[src/rtl/pfe_pkg.sv]
package pfe_pkg;

   localparam int SYM_W = 4;
   localparam logic [SYM_W:0] GF_POLY = 5'b10011;
   localparam logic [SYM_W-1:0] GF_ALPHA = 4'h2;
   localparam int GF_ORDER = (1 << SYM_W) - 1;

   typedef logic [SYM_W-1:0] sym_t;

   typedef enum logic {
      KIND_IDLE = 1'b0,
      KIND_DATA = 1'b1
   } frame_kind_e;

   function automatic sym_t gf_mul(input sym_t a, input sym_t b);
      sym_t acc;
      sym_t sh;
      acc = '0;
      sh  = a;
      for (int i = 0; i < SYM_W; i++) begin
         if (b[i]) acc = acc ^ sh;
         sh = sh[SYM_W-1] ? (sym_t'(sh << 1) ^ GF_POLY[SYM_W-1:0]) : sym_t'(sh << 1);
      end
      return acc;
   endfunction

endpackage

[src/rtl/pfe_rs_lane.sv]
module pfe_rs_lane
   import pfe_pkg::*;
#(
   parameter int DATA_W = 64,
   parameter int LANES  = 2,
   parameter int LANE   = 0
) (
   input  logic [DATA_W-1:0] word_i,
   output sym_t              rem_hi_o,
   output sym_t              rem_lo_o
);

   localparam int SPL = DATA_W / (SYM_W * LANES);
   localparam sym_t G1 = sym_t'(1) ^ GF_ALPHA;
   localparam sym_t G0 = GF_ALPHA;

   sym_t hi_q [SPL+1];
   sym_t lo_q [SPL+1];

   assign hi_q[0] = '0;
   assign lo_q[0] = '0;

   generate
      for (genvar t = 0; t < SPL; t++) begin : g_step
         localparam int K   = SPL - 1 - t;
         localparam int NIB = K * LANES + LANE;
         sym_t sym;
         sym_t fb;
         assign sym = word_i[NIB*SYM_W +: SYM_W];
         assign fb  = sym ^ hi_q[t];
         assign hi_q[t+1] = lo_q[t] ^ gf_mul(fb, G1);
         assign lo_q[t+1] = gf_mul(fb, G0);
      end
   endgenerate

   assign rem_hi_o = hi_q[SPL];
   assign rem_lo_o = lo_q[SPL];

endmodule

[src/rtl/pfe_parity_gen.sv]
module pfe_parity_gen
   import pfe_pkg::*;
#(
   parameter int DATA_W    = 64,
   parameter int LANES     = 2,
   parameter bit PARITY_EN = 1'b1
) (
   input  logic [DATA_W-1:0]          word_i,
   input  logic                       bypass_i,
   output logic [2*LANES*SYM_W-1:0]   par_o
);

   localparam int PAR_W = 2 * LANES * SYM_W;

   generate
      if (PARITY_EN) begin : g_rs
         logic [PAR_W-1:0] raw;
         for (genvar l = 0; l < LANES; l++) begin : g_lane
            sym_t r_hi;
            sym_t r_lo;
            pfe_rs_lane #(
               .DATA_W (DATA_W),
               .LANES  (LANES),
               .LANE   (l)
            ) u_lane (
               .word_i   (word_i),
               .rem_hi_o (r_hi),
               .rem_lo_o (r_lo)
            );
            assign raw[l*SYM_W +: SYM_W]           = r_lo;
            assign raw[(LANES+l)*SYM_W +: SYM_W]   = r_hi;
         end
         assign par_o = bypass_i ? '0 : raw;
      end else begin : g_none
         assign par_o = {PAR_W{1'b0}} & {PAR_W{bypass_i}} & {PAR_W{|word_i}};
      end
   endgenerate

endmodule

[src/rtl/pfe_front.sv]
module pfe_front
   import pfe_pkg::*;
#(
   parameter int                DATA_W    = 64,
   parameter int                HDR_W     = 8,
   parameter logic [HDR_W-1:0]  HDR_DATA  = 8'h5A,
   parameter logic [HDR_W-1:0]  HDR_IDLE  = 8'hA5,
   parameter logic [DATA_W-1:0] IDLE_WORD = 64'hC3C3_C3C3_3C3C_3C3C
) (
   input  logic              clk,
   input  logic              rst_n,
   input  logic              strobe_i,
   input  logic              is_data_i,
   input  logic [DATA_W-1:0] word_i,
   input  logic              bypass_i,
   output logic              vld_o,
   output logic [DATA_W-1:0] word_o,
   output logic [HDR_W-1:0]  hdr_o,
   output logic              bypass_o
);

   frame_kind_e      kind;
   logic [DATA_W-1:0] sel_word;
   logic [HDR_W-1:0]  sel_hdr;

   always_comb begin
      kind = is_data_i ? KIND_DATA : KIND_IDLE;
      unique case (kind)
         KIND_DATA: begin
            sel_word = word_i;
            sel_hdr  = HDR_DATA;
         end
         default: begin
            sel_word = IDLE_WORD;
            sel_hdr  = HDR_IDLE;
         end
      endcase
   end

   always_ff @(posedge clk or negedge rst_n) begin
      if (!rst_n) begin
         vld_o    <= 1'b0;
         word_o   <= '0;
         hdr_o    <= '0;
         bypass_o <= 1'b0;
      end else begin
         vld_o <= strobe_i;
         if (strobe_i) begin
            word_o   <= sel_word;
            hdr_o    <= sel_hdr;
            bypass_o <= bypass_i;
         end
      end
   end

endmodule

[src/rtl/prot_frame_enc.sv]
module prot_frame_enc
   import pfe_pkg::*;
#(
   parameter int                DATA_W    = 64,
   parameter int                LANES     = 2,
   parameter int                HDR_W     = 8,
   parameter logic [HDR_W-1:0]  HDR_DATA  = 8'h5A,
   parameter logic [HDR_W-1:0]  HDR_IDLE  = 8'hA5,
   parameter logic [DATA_W-1:0] IDLE_WORD = 64'hC3C3_C3C3_3C3C_3C3C,
   parameter bit                PARITY_EN = 1'b1,
   localparam int PAR_W   = 2 * LANES * SYM_W,
   localparam int FRAME_W = HDR_W + DATA_W + PAR_W
) (
   input  logic               clk,
   input  logic               rst_n,
   input  logic               bx_strobe,
   input  logic               bx_is_data,
   input  logic [DATA_W-1:0]  bx_word,
   input  logic               rs_bypass,
   output logic               frame_valid,
   output logic [FRAME_W-1:0] frame_out
);

   localparam int SPL = DATA_W / (SYM_W * LANES);

   generate
      if (DATA_W % (SYM_W * LANES) != 0) begin : g_bad_width
         $error("payload width must split evenly into symbols per lane");
      end
      if (SPL + 2 > GF_ORDER) begin : g_bad_len
         $error("codeword per lane exceeds the field length");
      end
      if (HDR_DATA == HDR_IDLE) begin : g_bad_hdr
         $error("data and idle headers must differ");
      end
   endgenerate

   logic              s1_vld;
   logic [DATA_W-1:0] s1_word;
   logic [HDR_W-1:0]  s1_hdr;
   logic              s1_byp;
   logic [PAR_W-1:0]  s1_par;

   pfe_front #(
      .DATA_W    (DATA_W),
      .HDR_W     (HDR_W),
      .HDR_DATA  (HDR_DATA),
      .HDR_IDLE  (HDR_IDLE),
      .IDLE_WORD (IDLE_WORD)
   ) u_front (
      .clk       (clk),
      .rst_n     (rst_n),
      .strobe_i  (bx_strobe),
      .is_data_i (bx_is_data),
      .word_i    (bx_word),
      .bypass_i  (rs_bypass),
      .vld_o     (s1_vld),
      .word_o    (s1_word),
      .hdr_o     (s1_hdr),
      .bypass_o  (s1_byp)
   );

   pfe_parity_gen #(
      .DATA_W    (DATA_W),
      .LANES     (LANES),
      .PARITY_EN (PARITY_EN)
   ) u_par (
      .word_i   (s1_word),
      .bypass_i (s1_byp),
      .par_o    (s1_par)
   );

   always_ff @(posedge clk or negedge rst_n) begin
      if (!rst_n) begin
         frame_valid <= 1'b0;
         frame_out   <= '0;
      end else begin
         frame_valid <= s1_vld;
         if (s1_vld) frame_out <= {s1_hdr, s1_word, s1_par};
      end
   end

endmodule

[config.mk]
export PLATFORM = sky130hd
export DESIGN_NAME = prot_frame_enc
export DESIGN_NICKNAME = d
export VERILOG_FILES = /design/src/rtl/pfe_pkg.sv /design/src/rtl/pfe_rs_lane.sv /design/src/rtl/pfe_parity_gen.sv /design/src/rtl/pfe_front.sv /design/src/rtl/prot_frame_enc.sv
export SDC_FILE = /design/constraint.sdc
export NUM_CORES = 1
export LEC_CHECK = 0
export ABC_AREA = 1
export BUFFER_PORTS_ARGS = -buffer_cell sky130_fd_sc_hd__buf_4
export CORE_ASPECT_RATIO = 0.7
export CORE_UTILIZATION = 50
export CTS_CLUSTER_SIZE = 10
export DETAILED_ROUTE_END_ITERATION = 8
export PLACE_DENSITY = 0.73
export SKIP_CTS_REPAIR_TIMING = 1
export SLEW_MARGIN = 20
export SYNTH_ARGS = -nofsm -noshare
export SYNTH_HDL_FRONTEND = slang
export SYNTH_SLANG_ARGS = --single-unit
[constraint.sdc]
create_clock -name clk -period 6.67 [get_ports clk]
set_input_delay 1.334 -clock clk [delete_from_list [all_inputs] [get_ports clk]]
set_output_delay 1.334 -clock clk [all_outputs]
set_load 0.02 [all_outputs]
==> results.ini <==
[clocking]
tritoncts=done
cts_sinks=151
ctsLongestPathBuffers=2
cts_root_buf=clkbuf_16
clk_latency_ps=420
numCtsBuffers=17
htreeDepth=4
path_clk_slew_ps=60

[sta]
worst_pin_slew_ps=846
setup_slack_ps=3480
drv_slew=0
fmax_ghz=0.314
hold_violations=0
fin_skew_ps=13.1
rsz0062_at_grt=no
setup_viol_count_final=0
fin_crit_ps=3190
tns_ps=0
period_share_pct=47.8
slew_headroom_pct=43.6

[global_route]
grt-ovfl-total=0
grt_max_degree=94
antenna_found_initial=0
grt_use_total_pct=26.4
grt_pass1_vias=6930
grt_pass1_wl_um=34300

[pwr]
leakagePower_nw=5.39
power.density_nw_per_um2=413
peakVddDrop_v=0.000210

[placement]
place_worst_setup_slack_ps=3340
gp_congestion=0.851
hpwl_um=15300
place.port_buffers=157
dp.cells=1395
place_area_sq_um=9390

[critical_path]
crit_path_max_incr_delay_ps=450
cp.required_ps=6980
crit_type=flip-flop to flip-flop
crit_slowest_cell=dfrtp_1
path_common_cell=nand2_1
r2r_cells=26
critPathMaxFanout=5
worstPathArrival_ps=3500
worst_setup_path_start_kind=flip-flop
reg2reg_slack_ps=3480
rr_startpoint=u_front.word_o[62]
cp-end-kind=flip-flop
rr_endpoint=frame_out[12]

[synthesis]
synth_xor_xnor_area_share_pct=4.37
synth_mux_area_share_pct=0
synth_top_family_by_area=simple AND/OR/NAND/NOR gates
yosys_most_used_dff=dfrtp_1
ys_warn_count=0
postSynthAreaPerCell_sq_um=7.57
synth_fa_ha_area_share_pct=0
synth_compound_area_share_pct=8.47
async_flop_share_pct=100
synth.distinct_cells=28
synth_area_sq_um=8110
synth_edf_count=0
syn_inst=1071
synthSimpleGateAreaFrac_pct=33.1
ys_ff_latch=151
syn_nets=1140
ys_seq_area_share_pct=46.6

[hold_path]
hp-start=frame_out[22]
hp-class=flip-flop to flip-flop
hold_depth=2
hold_end=frame_out[22]

[floorplan]
die_area_sq_um=16700
die_y_um=109
core-area_sq_um=15600
initial_core_util_pct=51.8
die_w_um=154
io-pin-count=158
fp-row-count=38

[detailed_routing]
antenna_left=0
vias=7425
viasPerCell=5.20
wl_um=21300
drc=0
drt_iter0_drc=567
wl_per_cell_um=14.9
drt-pass1-iter-count=9

[final_layout]
drive_above_1_share_pct=23.0
final_cells=1427
syn_to_final_growth_pct=23.6
finish.instance_area_sq_um=10000
num_antenna_cells=0
fin_nets=1283

[run]
drv_cap=0

[run_status]
status=complete, no violations

[registers in the layout, summed over array words and instances (netlist names)]
signal            cells
frame_out            82
u_front.bypass_o      1
u_front.word_o       64
frame_valid           1
u_front.vld_o         1
u_front.hdr_o         2
[placed cells by master (no fill, tap or decap), types with 4 or more instances in the layout]
| master | synthesis | routed |
|---|---|---|
| clkinv_2 | 0 | 4 |
| clkinv_4 | 0 | 5 |
| a21oi_1 | 26 | 26 |
| xor2_1 | 22 | 22 |
| nand2_2 | 51 | 51 |
| nor2_1 | 34 | 34 |
| buf_4 | 7 | 159 |
| nand2_1 | 382 | 382 |
| dfrtp_1 | 151 | 151 |
| xnor2_1 | 9 | 9 |
| nand2_4 | 7 | 7 |
| a22o_1 | 4 | 4 |
| nand3b_1 | 4 | 4 |
| inv_2 | 15 | 16 |
| nand4_1 | 5 | 5 |
| bufinv_16 | 0 | 4 |
| o21ai_0 | 89 | 89 |
| o22a_1 | 7 | 7 |
| nand3_2 | 8 | 8 |
| inv_1 | 100 | 98 |
| clkbuf_16 | 0 | 17 |
| nand3_1 | 110 | 110 |
[layer usage]
metal	global-route usage, %	up-vias	share of wire (%)
li1	-	3677	-
met1	36.8	3489	48
met2	43.3	226	46
met3	3.93	33	4.3
met4	7.50	0	1.4
met5	0	-	0
[power by group]
group	internal, W	switching (W)
sequential	0.00104	0.0000803
clock	0.000628	0.000403
combinational	0.000689	0.00130
total	0.00235	0.00178
[cells by family (layout without fill, tap and decap cells)]
kind of cell / after synthesis / count (layout)
xor gates and xnor gates: 35 / 35
DFF: 151 / 151
AOI/OAI and AO/OA: 129 / 129
and+or+nand+nor: 605 / 605
buffers and inverters: 151 / 307
[worst max-delay path, delay by kind of cell (launching register included)]
family / cells / cell delay (ps)
and+or+nand+nor: 23 / 2320
DFF: 1 / 450
buffers and inverters: 3 / 320
[area by class of cell]
cell class | instances | area (sq um)
Clock buffer | 17 | 425
Clock inverter | 15 | 203
Fill cell | 1372 | 5630
Inverter | 115 | 433
Multi-Input combinational cell | 769 | 3720
Sequential cell | 151 | 3780
Tap cell | 200 | 250
Timing Repair Buffer | 160 | 1200
[worst max-delay path by stage]
stage	start	end	slack (ps)
2_1_floorplan	u_front.word_o[57]	frame_out[9]	4090
3_3_place_gp	bx_strobe	u_front.word_o[44]	3420
3_5_place_dp	bx_strobe	u_front.word_o[51]	3340
4_1_cts	u_front.word_o[62]	frame_out[12]	3530
5_1_grt	u_front.word_o[59]	frame_out[9]	3070
6_report	u_front.word_o[62]	frame_out[12]	3480
[per-stage QoR]
step | utilization, % | total power (W) | hold WS, ps
after floorplan | - | 0.00262 | 442
after global placement | 60.0 | 0.00304 | 458
final | 64.0 | 0.00414 | 469
after global routing | 64.0 | 0.00447 | 490
after detailed placement | 60.0 | 0.00311 | 460
after CTS | 64.0 | 0.00415 | 475
[cells in the mapped netlist, types with 6 or more instances]
| master | instances | area [sq um] |
|---|---|---|
| a21oi_1 | 26 | 130 |
| buf_1 | 6 | 22.5 |
| buf_4 | 7 | 52.6 |
| clkbuf_1 | 21 | 78.8 |
| dfrtp_1 | 151 | 3780 |
| inv_1 | 100 | 375 |
| inv_2 | 15 | 56.3 |
| nand2_1 | 382 | 1430 |
| nand2_2 | 51 | 319 |
| nand2_4 | 7 | 78.8 |
| nand3_1 | 110 | 551 |
| nand3_2 | 8 | 80.1 |
| nor2_1 | 34 | 128 |
| o21ai_0 | 89 | 445 |
| o22a_1 | 7 | 61.3 |
| xnor2_1 | 9 | 78.8 |
| xor2_1 | 22 | 193 |
Note: power is estimated with default switching activity, not from simulation.
